### src/rtl/alu_pkg.sv
package alu_pkg;

    // Instruction encodings; the decoder depends on these values.
    localparam logic [5:0] OPC_RTYPE = 6'h00;
    localparam logic [5:0] OPC_ADDI  = 6'h10;
    localparam logic [5:0] OPC_ADDIU = 6'h11;
    localparam logic [5:0] OPC_SLTI  = 6'h12;
    localparam logic [5:0] OPC_SLTIU = 6'h13;
    localparam logic [5:0] OPC_ANDI  = 6'h14;
    localparam logic [5:0] OPC_ORI   = 6'h15;
    localparam logic [5:0] OPC_XORI  = 6'h16;
    localparam logic [5:0] OPC_LUI   = 6'h17;

    localparam logic [6:0] FN_ADD  = 7'h40;
    localparam logic [6:0] FN_ADDU = 7'h41;
    localparam logic [6:0] FN_SUB  = 7'h42;
    localparam logic [6:0] FN_SUBU = 7'h43;
    localparam logic [6:0] FN_AND  = 7'h44;
    localparam logic [6:0] FN_OR   = 7'h45;
    localparam logic [6:0] FN_XOR  = 7'h46;
    localparam logic [6:0] FN_NOR  = 7'h47;
    localparam logic [6:0] FN_SLT  = 7'h52;
    localparam logic [6:0] FN_SLTU = 7'h53;

    // Per-slice result selection.
    typedef enum logic [2:0] {
        SEL_AND  = 3'd0,
        SEL_OR   = 3'd1,
        SEL_SUM  = 3'd2,
        SEL_LESS = 3'd3,
        SEL_XOR  = 3'd4
    } res_sel_e;

    // How the B operand is formed.
    typedef enum logic [1:0] {
        BSRC_REG   = 2'd0,
        BSRC_SIGN  = 2'd1,
        BSRC_ZERO  = 2'd2,
        BSRC_UPPER = 2'd3
    } bsrc_e;

    // Decoded operation kinds.
    typedef enum logic [4:0] {
        K_ADD, K_ADDU, K_SUB, K_SUBU,
        K_AND, K_OR, K_XOR, K_NOR,
        K_SLT, K_SLTU,
        K_ADDI, K_ADDIU, K_SLTI, K_SLTIU,
        K_ANDI, K_ORI, K_XORI, K_LUI,
        K_BAD
    } op_kind_e;

    typedef struct packed {
        logic     a_inv;       // invert A in every slice
        logic     negate;      // invert B and set carry-in of bit 0
        res_sel_e sel;         // slice result mux
        bsrc_e    bsrc;        // B operand source
        logic     a_zero;      // force A to zero
        logic     kill;        // undefined encoding: force both operands to zero
        logic     ovf_en;      // signed overflow reported
        logic     arith;       // carry_out reported
        logic     less_signed; // compare is signed
    } alu_ctrl_t;

    localparam alu_ctrl_t CTRL_IDLE = '{
        a_inv: 1'b0, negate: 1'b0, sel: SEL_AND, bsrc: BSRC_REG,
        a_zero: 1'b0, kill: 1'b0, ovf_en: 1'b0, arith: 1'b0,
        less_signed: 1'b0
    };

endpackage

### src/rtl/alu_decode.sv
module alu_decode
    import alu_pkg::*;
#(
    parameter int OP_W = 6,
    parameter int FN_W = 7
) (
    input  logic [OP_W-1:0] opcode,
    input  logic [FN_W-1:0] funct,
    output op_kind_e        kind,
    output alu_ctrl_t       ctrl
);

    // Classify the instruction fields into one named operation kind.
    always_comb begin
        kind = K_BAD;
        unique case (opcode)
            OPC_RTYPE: begin
                unique case (funct)
                    FN_ADD:  kind = K_ADD;
                    FN_ADDU: kind = K_ADDU;
                    FN_SUB:  kind = K_SUB;
                    FN_SUBU: kind = K_SUBU;
                    FN_AND:  kind = K_AND;
                    FN_OR:   kind = K_OR;
                    FN_XOR:  kind = K_XOR;
                    FN_NOR:  kind = K_NOR;
                    FN_SLT:  kind = K_SLT;
                    FN_SLTU: kind = K_SLTU;
                    default: kind = K_BAD;
                endcase
            end
            OPC_ADDI:  kind = K_ADDI;
            OPC_ADDIU: kind = K_ADDIU;
            OPC_SLTI:  kind = K_SLTI;
            OPC_SLTIU: kind = K_SLTIU;
            OPC_ANDI:  kind = K_ANDI;
            OPC_ORI:   kind = K_ORI;
            OPC_XORI:  kind = K_XORI;
            OPC_LUI:   kind = K_LUI;
            default:   kind = K_BAD;
        endcase
    end

    // Turn the operation kind into slice controls.
    always_comb begin
        ctrl = CTRL_IDLE;
        unique case (kind)
            K_ADD:   begin ctrl.sel = SEL_SUM; ctrl.arith = 1'b1; ctrl.ovf_en = 1'b1; end
            K_ADDU:  begin ctrl.sel = SEL_SUM; ctrl.arith = 1'b1; end
            K_SUB:   begin ctrl.sel = SEL_SUM; ctrl.negate = 1'b1; ctrl.arith = 1'b1; ctrl.ovf_en = 1'b1; end
            K_SUBU:  begin ctrl.sel = SEL_SUM; ctrl.negate = 1'b1; ctrl.arith = 1'b1; end
            K_AND:   ctrl.sel = SEL_AND;
            K_OR:    ctrl.sel = SEL_OR;
            K_XOR:   ctrl.sel = SEL_XOR;
            K_NOR:   begin ctrl.sel = SEL_AND; ctrl.a_inv = 1'b1; ctrl.negate = 1'b1; end
            K_SLT:   begin ctrl.sel = SEL_LESS; ctrl.negate = 1'b1; ctrl.arith = 1'b1; ctrl.less_signed = 1'b1; end
            K_SLTU:  begin ctrl.sel = SEL_LESS; ctrl.negate = 1'b1; ctrl.arith = 1'b1; end
            K_ADDI:  begin ctrl.sel = SEL_SUM; ctrl.bsrc = BSRC_SIGN; ctrl.arith = 1'b1; ctrl.ovf_en = 1'b1; end
            K_ADDIU: begin ctrl.sel = SEL_SUM; ctrl.bsrc = BSRC_SIGN; ctrl.arith = 1'b1; end
            K_SLTI:  begin ctrl.sel = SEL_LESS; ctrl.bsrc = BSRC_SIGN; ctrl.negate = 1'b1; ctrl.arith = 1'b1; ctrl.less_signed = 1'b1; end
            K_SLTIU: begin ctrl.sel = SEL_LESS; ctrl.bsrc = BSRC_SIGN; ctrl.negate = 1'b1; ctrl.arith = 1'b1; end
            K_ANDI:  begin ctrl.sel = SEL_AND; ctrl.bsrc = BSRC_ZERO; end
            K_ORI:   begin ctrl.sel = SEL_OR;  ctrl.bsrc = BSRC_ZERO; end
            K_XORI:  begin ctrl.sel = SEL_XOR; ctrl.bsrc = BSRC_ZERO; end
            K_LUI:   begin ctrl.sel = SEL_OR;  ctrl.bsrc = BSRC_UPPER; ctrl.a_zero = 1'b1; end
            K_BAD:   begin ctrl.sel = SEL_AND; ctrl.kill = 1'b1; end
            default: ctrl = CTRL_IDLE;
        endcase
    end

    // only the signed add and subtract forms may enable overflow.
    always_comb begin
        assert_ovf_kinds_R3: assert (!ctrl.ovf_en || kind == K_ADD || kind == K_SUB || kind == K_ADDI)
            else $error("overflow enabled for kind %0d", kind);
    end

endmodule

### src/rtl/alu_operand.sv
module alu_operand
    import alu_pkg::*;
#(
    parameter int WIDTH = 32,
    parameter int IMM_W = 16
) (
    input  logic [WIDTH-1:0] rs_val,
    input  logic [WIDTH-1:0] rt_val,
    input  logic [IMM_W-1:0] imm,
    input  alu_ctrl_t        ctrl,
    output logic [WIDTH-1:0] a_op,
    output logic [WIDTH-1:0] b_op
);

    localparam int EXT_W = WIDTH - IMM_W;

    logic [WIDTH-1:0] b_sel;

    always_comb begin
        unique case (ctrl.bsrc)
            BSRC_REG:   b_sel = rt_val;
            BSRC_SIGN:  b_sel = {{EXT_W{imm[IMM_W-1]}}, imm};
            BSRC_ZERO:  b_sel = {{EXT_W{1'b0}}, imm};
            BSRC_UPPER: b_sel = {imm, {EXT_W{1'b0}}} >> (EXT_W - IMM_W);
            default:    b_sel = rt_val;
        endcase
    end

    always_comb begin
        a_op = (ctrl.kill || ctrl.a_zero) ? '0 : rs_val;
        b_op = ctrl.kill ? '0 : b_sel;
    end

    // a sign-extended immediate keeps its signed value.
    always_comb begin
        if (ctrl.bsrc == BSRC_SIGN && !ctrl.kill) begin
            assert_sign_ext_R9: assert ($signed(b_op) == $signed(imm))
                else $error("sign extension mismatch");
        end
    end

endmodule

### src/rtl/alu_slice.sv
module alu_slice
    import alu_pkg::*;
(
    input  logic     a,
    input  logic     b,
    input  logic     a_inv,
    input  logic     b_inv,
    input  logic     cin,
    input  logic     less,
    input  res_sel_e sel,
    output logic     sum,
    output logic     cout,
    output logic     res
);

    logic a_eff;
    logic b_eff;

    always_comb begin
        a_eff = a ^ a_inv;
        b_eff = b ^ b_inv;
        sum   = a_eff ^ b_eff ^ cin;
        cout  = (a_eff & b_eff) | (a_eff & cin) | (b_eff & cin);
    end

    always_comb begin
        unique case (sel)
            SEL_AND:  res = a_eff & b_eff;
            SEL_OR:   res = a_eff | b_eff;
            SEL_SUM:  res = sum;
            SEL_LESS: res = less;
            SEL_XOR:  res = a_eff ^ b_eff;
            default:  res = 1'b0;
        endcase
    end

endmodule

### src/rtl/alu_core.sv
module alu_core
    import alu_pkg::*;
#(
    parameter int WIDTH = 32
) (
    input  logic [WIDTH-1:0] a_op,
    input  logic [WIDTH-1:0] b_op,
    input  alu_ctrl_t        ctrl,
    output logic [WIDTH-1:0] result,
    output logic             carry_out,
    output logic             overflow
);

    localparam int MSB = WIDTH - 1;

    logic [WIDTH:0]   carry;
    logic [WIDTH-1:0] sum;
    logic [WIDTH-1:0] less_in;
    logic             raw_ovf;
    logic             set_bit;

    assign carry[0] = ctrl.negate;

    generate
        for (genvar i = 0; i < WIDTH; i++) begin : g_slice
            if (i == 0) begin : g_lsb
                assign less_in[i] = set_bit;
            end else begin : g_upper
                assign less_in[i] = 1'b0;
            end
            alu_slice u_slice (
                .a     (a_op[i]),
                .b     (b_op[i]),
                .a_inv (ctrl.a_inv),
                .b_inv (ctrl.negate),
                .cin   (carry[i]),
                .less  (less_in[i]),
                .sel   (ctrl.sel),
                .sum   (sum[i]),
                .cout  (carry[i+1]),
                .res   (result[i])
            );
        end
    endgenerate

    always_comb begin
        raw_ovf   = carry[MSB] ^ carry[WIDTH];
        set_bit   = ctrl.less_signed ? (sum[MSB] ^ raw_ovf) : ~carry[WIDTH];
        carry_out = ctrl.arith & carry[WIDTH];
        overflow  = ctrl.ovf_en & raw_ovf;
    end

    // Guards comparing the slice chain with plain arithmetic.
    always_comb begin
        if (ctrl.sel == SEL_SUM && !ctrl.negate && !ctrl.a_inv) begin
            assert_add_value_R1: assert (result == a_op + b_op)
                else $error("add mismatch");
        end
        if (ctrl.sel == SEL_SUM && ctrl.negate) begin
            assert_sub_value_R2: assert (result == a_op - b_op)
                else $error("sub mismatch");
        end
        if (ctrl.sel == SEL_LESS && ctrl.less_signed) begin
            assert_slt_value_R5: assert (result == {{MSB{1'b0}}, ($signed(a_op) < $signed(b_op))})
                else $error("signed compare mismatch");
        end
        if (ctrl.sel == SEL_LESS && !ctrl.less_signed) begin
            assert_sltu_value_R6: assert (result == {{MSB{1'b0}}, (a_op < b_op)})
                else $error("unsigned compare mismatch");
        end
        if (ctrl.sel == SEL_XOR) begin
            assert_xor_value_R4: assert (result == (a_op ^ b_op))
                else $error("xor mismatch");
        end
        if (overflow && ctrl.sel == SEL_SUM) begin
            assert_ovf_sign_R3: assert (a_op[MSB] == (b_op[MSB] ^ ctrl.negate) && result[MSB] != a_op[MSB])
                else $error("overflow without sign change");
        end
    end

endmodule

### src/rtl/int_alu_top.sv
module int_alu_top
    import alu_pkg::*;
#(
    parameter int WIDTH = 32,
    parameter int IMM_W = 16,
    parameter int OP_W  = 6,
    parameter int FN_W  = 7
) (
    input  logic [OP_W-1:0]  opcode,
    input  logic [FN_W-1:0]  funct,
    input  logic [WIDTH-1:0] rs_val,
    input  logic [WIDTH-1:0] rt_val,
    input  logic [IMM_W-1:0] imm,
    output logic [WIDTH-1:0] result,
    output logic             zero,
    output logic             carry_out,
    output logic             overflow
);

    op_kind_e         kind;
    alu_ctrl_t        ctrl;
    logic [WIDTH-1:0] a_op;
    logic [WIDTH-1:0] b_op;

    alu_decode #(.OP_W(OP_W), .FN_W(FN_W)) u_decode (
        .opcode (opcode),
        .funct  (funct),
        .kind   (kind),
        .ctrl   (ctrl)
    );

    alu_operand #(.WIDTH(WIDTH), .IMM_W(IMM_W)) u_operand (
        .rs_val (rs_val),
        .rt_val (rt_val),
        .imm    (imm),
        .ctrl   (ctrl),
        .a_op   (a_op),
        .b_op   (b_op)
    );

    alu_core #(.WIDTH(WIDTH)) u_core (
        .a_op      (a_op),
        .b_op      (b_op),
        .ctrl      (ctrl),
        .result    (result),
        .carry_out (carry_out),
        .overflow  (overflow)
    );

    assign zero = ~|result;

    // upper-immediate loads and undefined encodings at the ports.
    always_comb begin
        if (kind == K_LUI) begin
            assert_lui_place_R7: assert (result[IMM_W-1:0] == '0 && result[WIDTH-1:WIDTH-IMM_W] == imm)
                else $error("upper immediate misplaced");
        end
        if (kind == K_BAD) begin
            assert_bad_quiet_R11: assert (zero && !carry_out && !overflow)
                else $error("undefined encoding not quiet");
        end
    end

endmodule

### config.mk
export PLATFORM = sky130hd
export DESIGN_NAME = int_alu_top
export DESIGN_NICKNAME = d
export VERILOG_FILES = /design/src/rtl/alu_pkg.sv /design/src/rtl/alu_decode.sv /design/src/rtl/alu_operand.sv /design/src/rtl/alu_slice.sv /design/src/rtl/alu_core.sv /design/src/rtl/int_alu_top.sv
export SDC_FILE = /design/constraint.sdc
export NUM_CORES = 1
export LEC_CHECK = 0
export BUFFER_PORTS_ARGS = -buffer_cell sky130_fd_sc_hd__buf_2
export CAP_MARGIN = 5
export CORE_MARGIN = 5
export CORE_UTILIZATION = 60
export DETAILED_ROUTE_END_ITERATION = 6
export PLACE_DENSITY = 0.95
export RECOVER_POWER = 25
export SLEW_MARGIN = 5
export SYNTH_ARGS = -nofsm -noshare
export SYNTH_HDL_FRONTEND = slang
export SYNTH_HIERARCHICAL = 1
export SYNTH_SLANG_ARGS = --single-unit
### constraint.sdc
create_clock -name vclk -period 58.2
set_input_delay 11.64 -clock vclk [all_inputs]
set_output_delay 11.64 -clock vclk [all_outputs]
set_load 0.03 [all_outputs]
==> flow_summary.json <==
{
  "crit_top_cell": "inv_1",
  "cts_hold_buf": 0,
  "vias_per_cell": 5.446,
  "syn_area_per_cell_um2": 7.528,
  "grt_setup_unrepaired": "false",
  "synthCells": 771,
  "n_clock_buffer": 0,
  "violations": "capacitance limit, slew limit",
  "fin_crit_sh_pct": 77.97,
  "grt_overflow_total": 0,
  "critPathMaxFanout": 33,
  "fin_nets": 1103,
  "grt_pass1_vias": 5440,
  "seq_power_share_pct": 0,
  "yosysWarnings": 6,
  "whs_endpoint": "carry_out",
  "p_clk_share_pct": 0,
  "die_w_um": 108.4,
  "min_path_type": "in2out",
  "whs_path_depth": 4,
  "drc": 0,
  "critPathCaptureType": "primary output",
  "num_vias": 5675,
  "vdd_drop_max_uv": 3.819,
  "dieHeight_um": 108.4,
  "ff_latch_area_um2": 0,
  "critPathArrivalTime_ns": 33.74,
  "report.final.hold_viol_count": 0,
  "power.leakage_nw": 3.381,
  "critPathKind": "in2out",
  "setup_tns_ns": 0,
  "status": "finished, violations left",
  "drv_cap": 1,
  "drv_slew": 34,
  "port-buffer-count": 128,
  "switching_share_pct": 61.19,
  "fillCellCount": 714,
  "worst_path_largest_cell_delay_ns": 1.65,
  "seq_cells": 0,
  "setup_viol": 0,
  "syn_area_um2": 5804,
  "dpl.hpwl_um": 12040,
  "io_pins": 128,
  "grt_use_met1_pct": 32.85,
  "drtPass1Iterations": 5,
  "grtUsageTotal_pct": 25.50,
  "wl_um": 15170,
  "fp.coreArea_um2": 9328,
  "period_needed_ns": 45.38,
  "drtAntennaViolNets": 0,
  "intPower_w": 0.00001457,
  "grt_max_degree": 97,
  "initial_core_util_pct": 62.23,
  "tightest_slew_ns": 2.287,
  "multi_input_area_um2": 5162,
  "rows": 35,
  "cts_setup_buffers": 0,
  "hp-start": "opcode[2]",
  "cts_resized": 0,
  "pwr_density_cell_nw_per_um2": 5.618,
  "pwr-share-comb_pct": 100.0,
  "utilization_pct": 71.68,
  "cp-start-kind": "input port",
  "layout-drive-gt1-share_pct": 21.82,
  "grt_pass1_wl_um": 24650,
  "fmax_mhz": 22.04,
  "dieArea_um2": 11740,
  "grtUsageMet3_pct": 1.791,
  "use_met2_pct": 44.89,
  "antenna_found_initial": 1,
  "slew-limit-headroom_pct": -52.47,
  "drt_iter0_drc": 277,
  "cp_slowest_cell": "clkbuf_1",
  "power.switching_w": 0.00002298,
  "required_ns": 46.56,
  "gp_congestion": 0.8954,
  "grt_busiest_layer": "met2",
  "wl_per_cell_um": 14.56,
  "syn_to_final_growth_pct": 15.20
}
-- power by group through the flow --
stage	registers, W	logic (W)	clock network (W)
5_1_grt	0	0.0000423	0.00000000000230
2_1_floorplan	0	0.0000267	0
4_1_cts	0	0.0000375	0
3_5_place_dp	0	0.0000374	0
6_report	0	0.0000376	0.00000000000230
3_3_place_gp	0	0.0000356	0
-- critical path, delay by kind of cell --
| family | cells | cell delay (ns) |
|---|---|---|
| adder cells (fa/ha/maj) | 32 | 13.16 |
| AND/OR/NAND/NOR | 7 | 2.02 |
| multiplexers | 1 | 0.15 |
| XOR/XNOR | 3 | 0.59 |
| buffers and inverters | 67 | 5.74 |
| AO/OA/AOI/OAI | 2 | 0.38 |
-- per-layer routing --
metal	routed length [um]	vias up	part of all wire, %
met1	6434	2626	42
li1	-	2810	-
met4	530	0	3.5
met3	823	42	5.4
met5	0	-	0
met2	7386	197	49
-- layout by cell type, fill, tap and decap left out, types with 9 or more instances in the layout --
master	n
inv_1	174
and2_1	36
buf_2	121
a211oi_2	9
mux2i_1	9
nor2_1	30
mux2_4	9
o21ai_0	36
nand2_1	20
nor2b_1	32
mux2_1	23
a211oi_1	37
ha_1	64
conb_1	31
nor3_1	18
xnor2_1	33
xor2_1	34
a21oi_1	27
nand2b_1	18
fa_1	32
o211ai_2	32
o31ai_1	32
-- how the worst max path moves through the flow --
stage	start	end	slack, ns	cells after the start
floorplan	opcode[1]	zero	12.28	109
global placement	opcode[1]	zero	14.60	112
detailed placement	opcode[1]	zero	14.04	112
CTS	opcode[1]	zero	13.96	112
global route	opcode[1]	zero	11.40	111
finish	opcode[1]	zero	12.82	112
-- through the flow --
stage / setup slack [ns] / hold WS (ns) / instances / area [um^2] / total power (W)
final: 12.82 / 24.00 / 1042 / 6686 / 0.00003756
after global routing: 11.40 / 24.01 / 1042 / 6686 / 0.00004226
after CTS: 13.96 / 23.99 / 1041 / 6696 / 0.00003753
after detailed placement: 14.04 / 23.99 / 1041 / 6696 / 0.00003735
after global placement: 14.60 / 23.97 / 1041 / 6696 / 0.00003559
after floorplan: 12.28 / 23.69 / 801 / 5917 / 0.00002669
-- final cells by class --
cell class / instances / share of cell area, %
multi-input cells: 598 / 77.21
diodes: 1 / 0.03743
well taps: 129 / 2.414
inverters: 177 / 9.936
repair buffers: 137 / 10.40
Note: power is estimated with default switching activity, not from simulation.
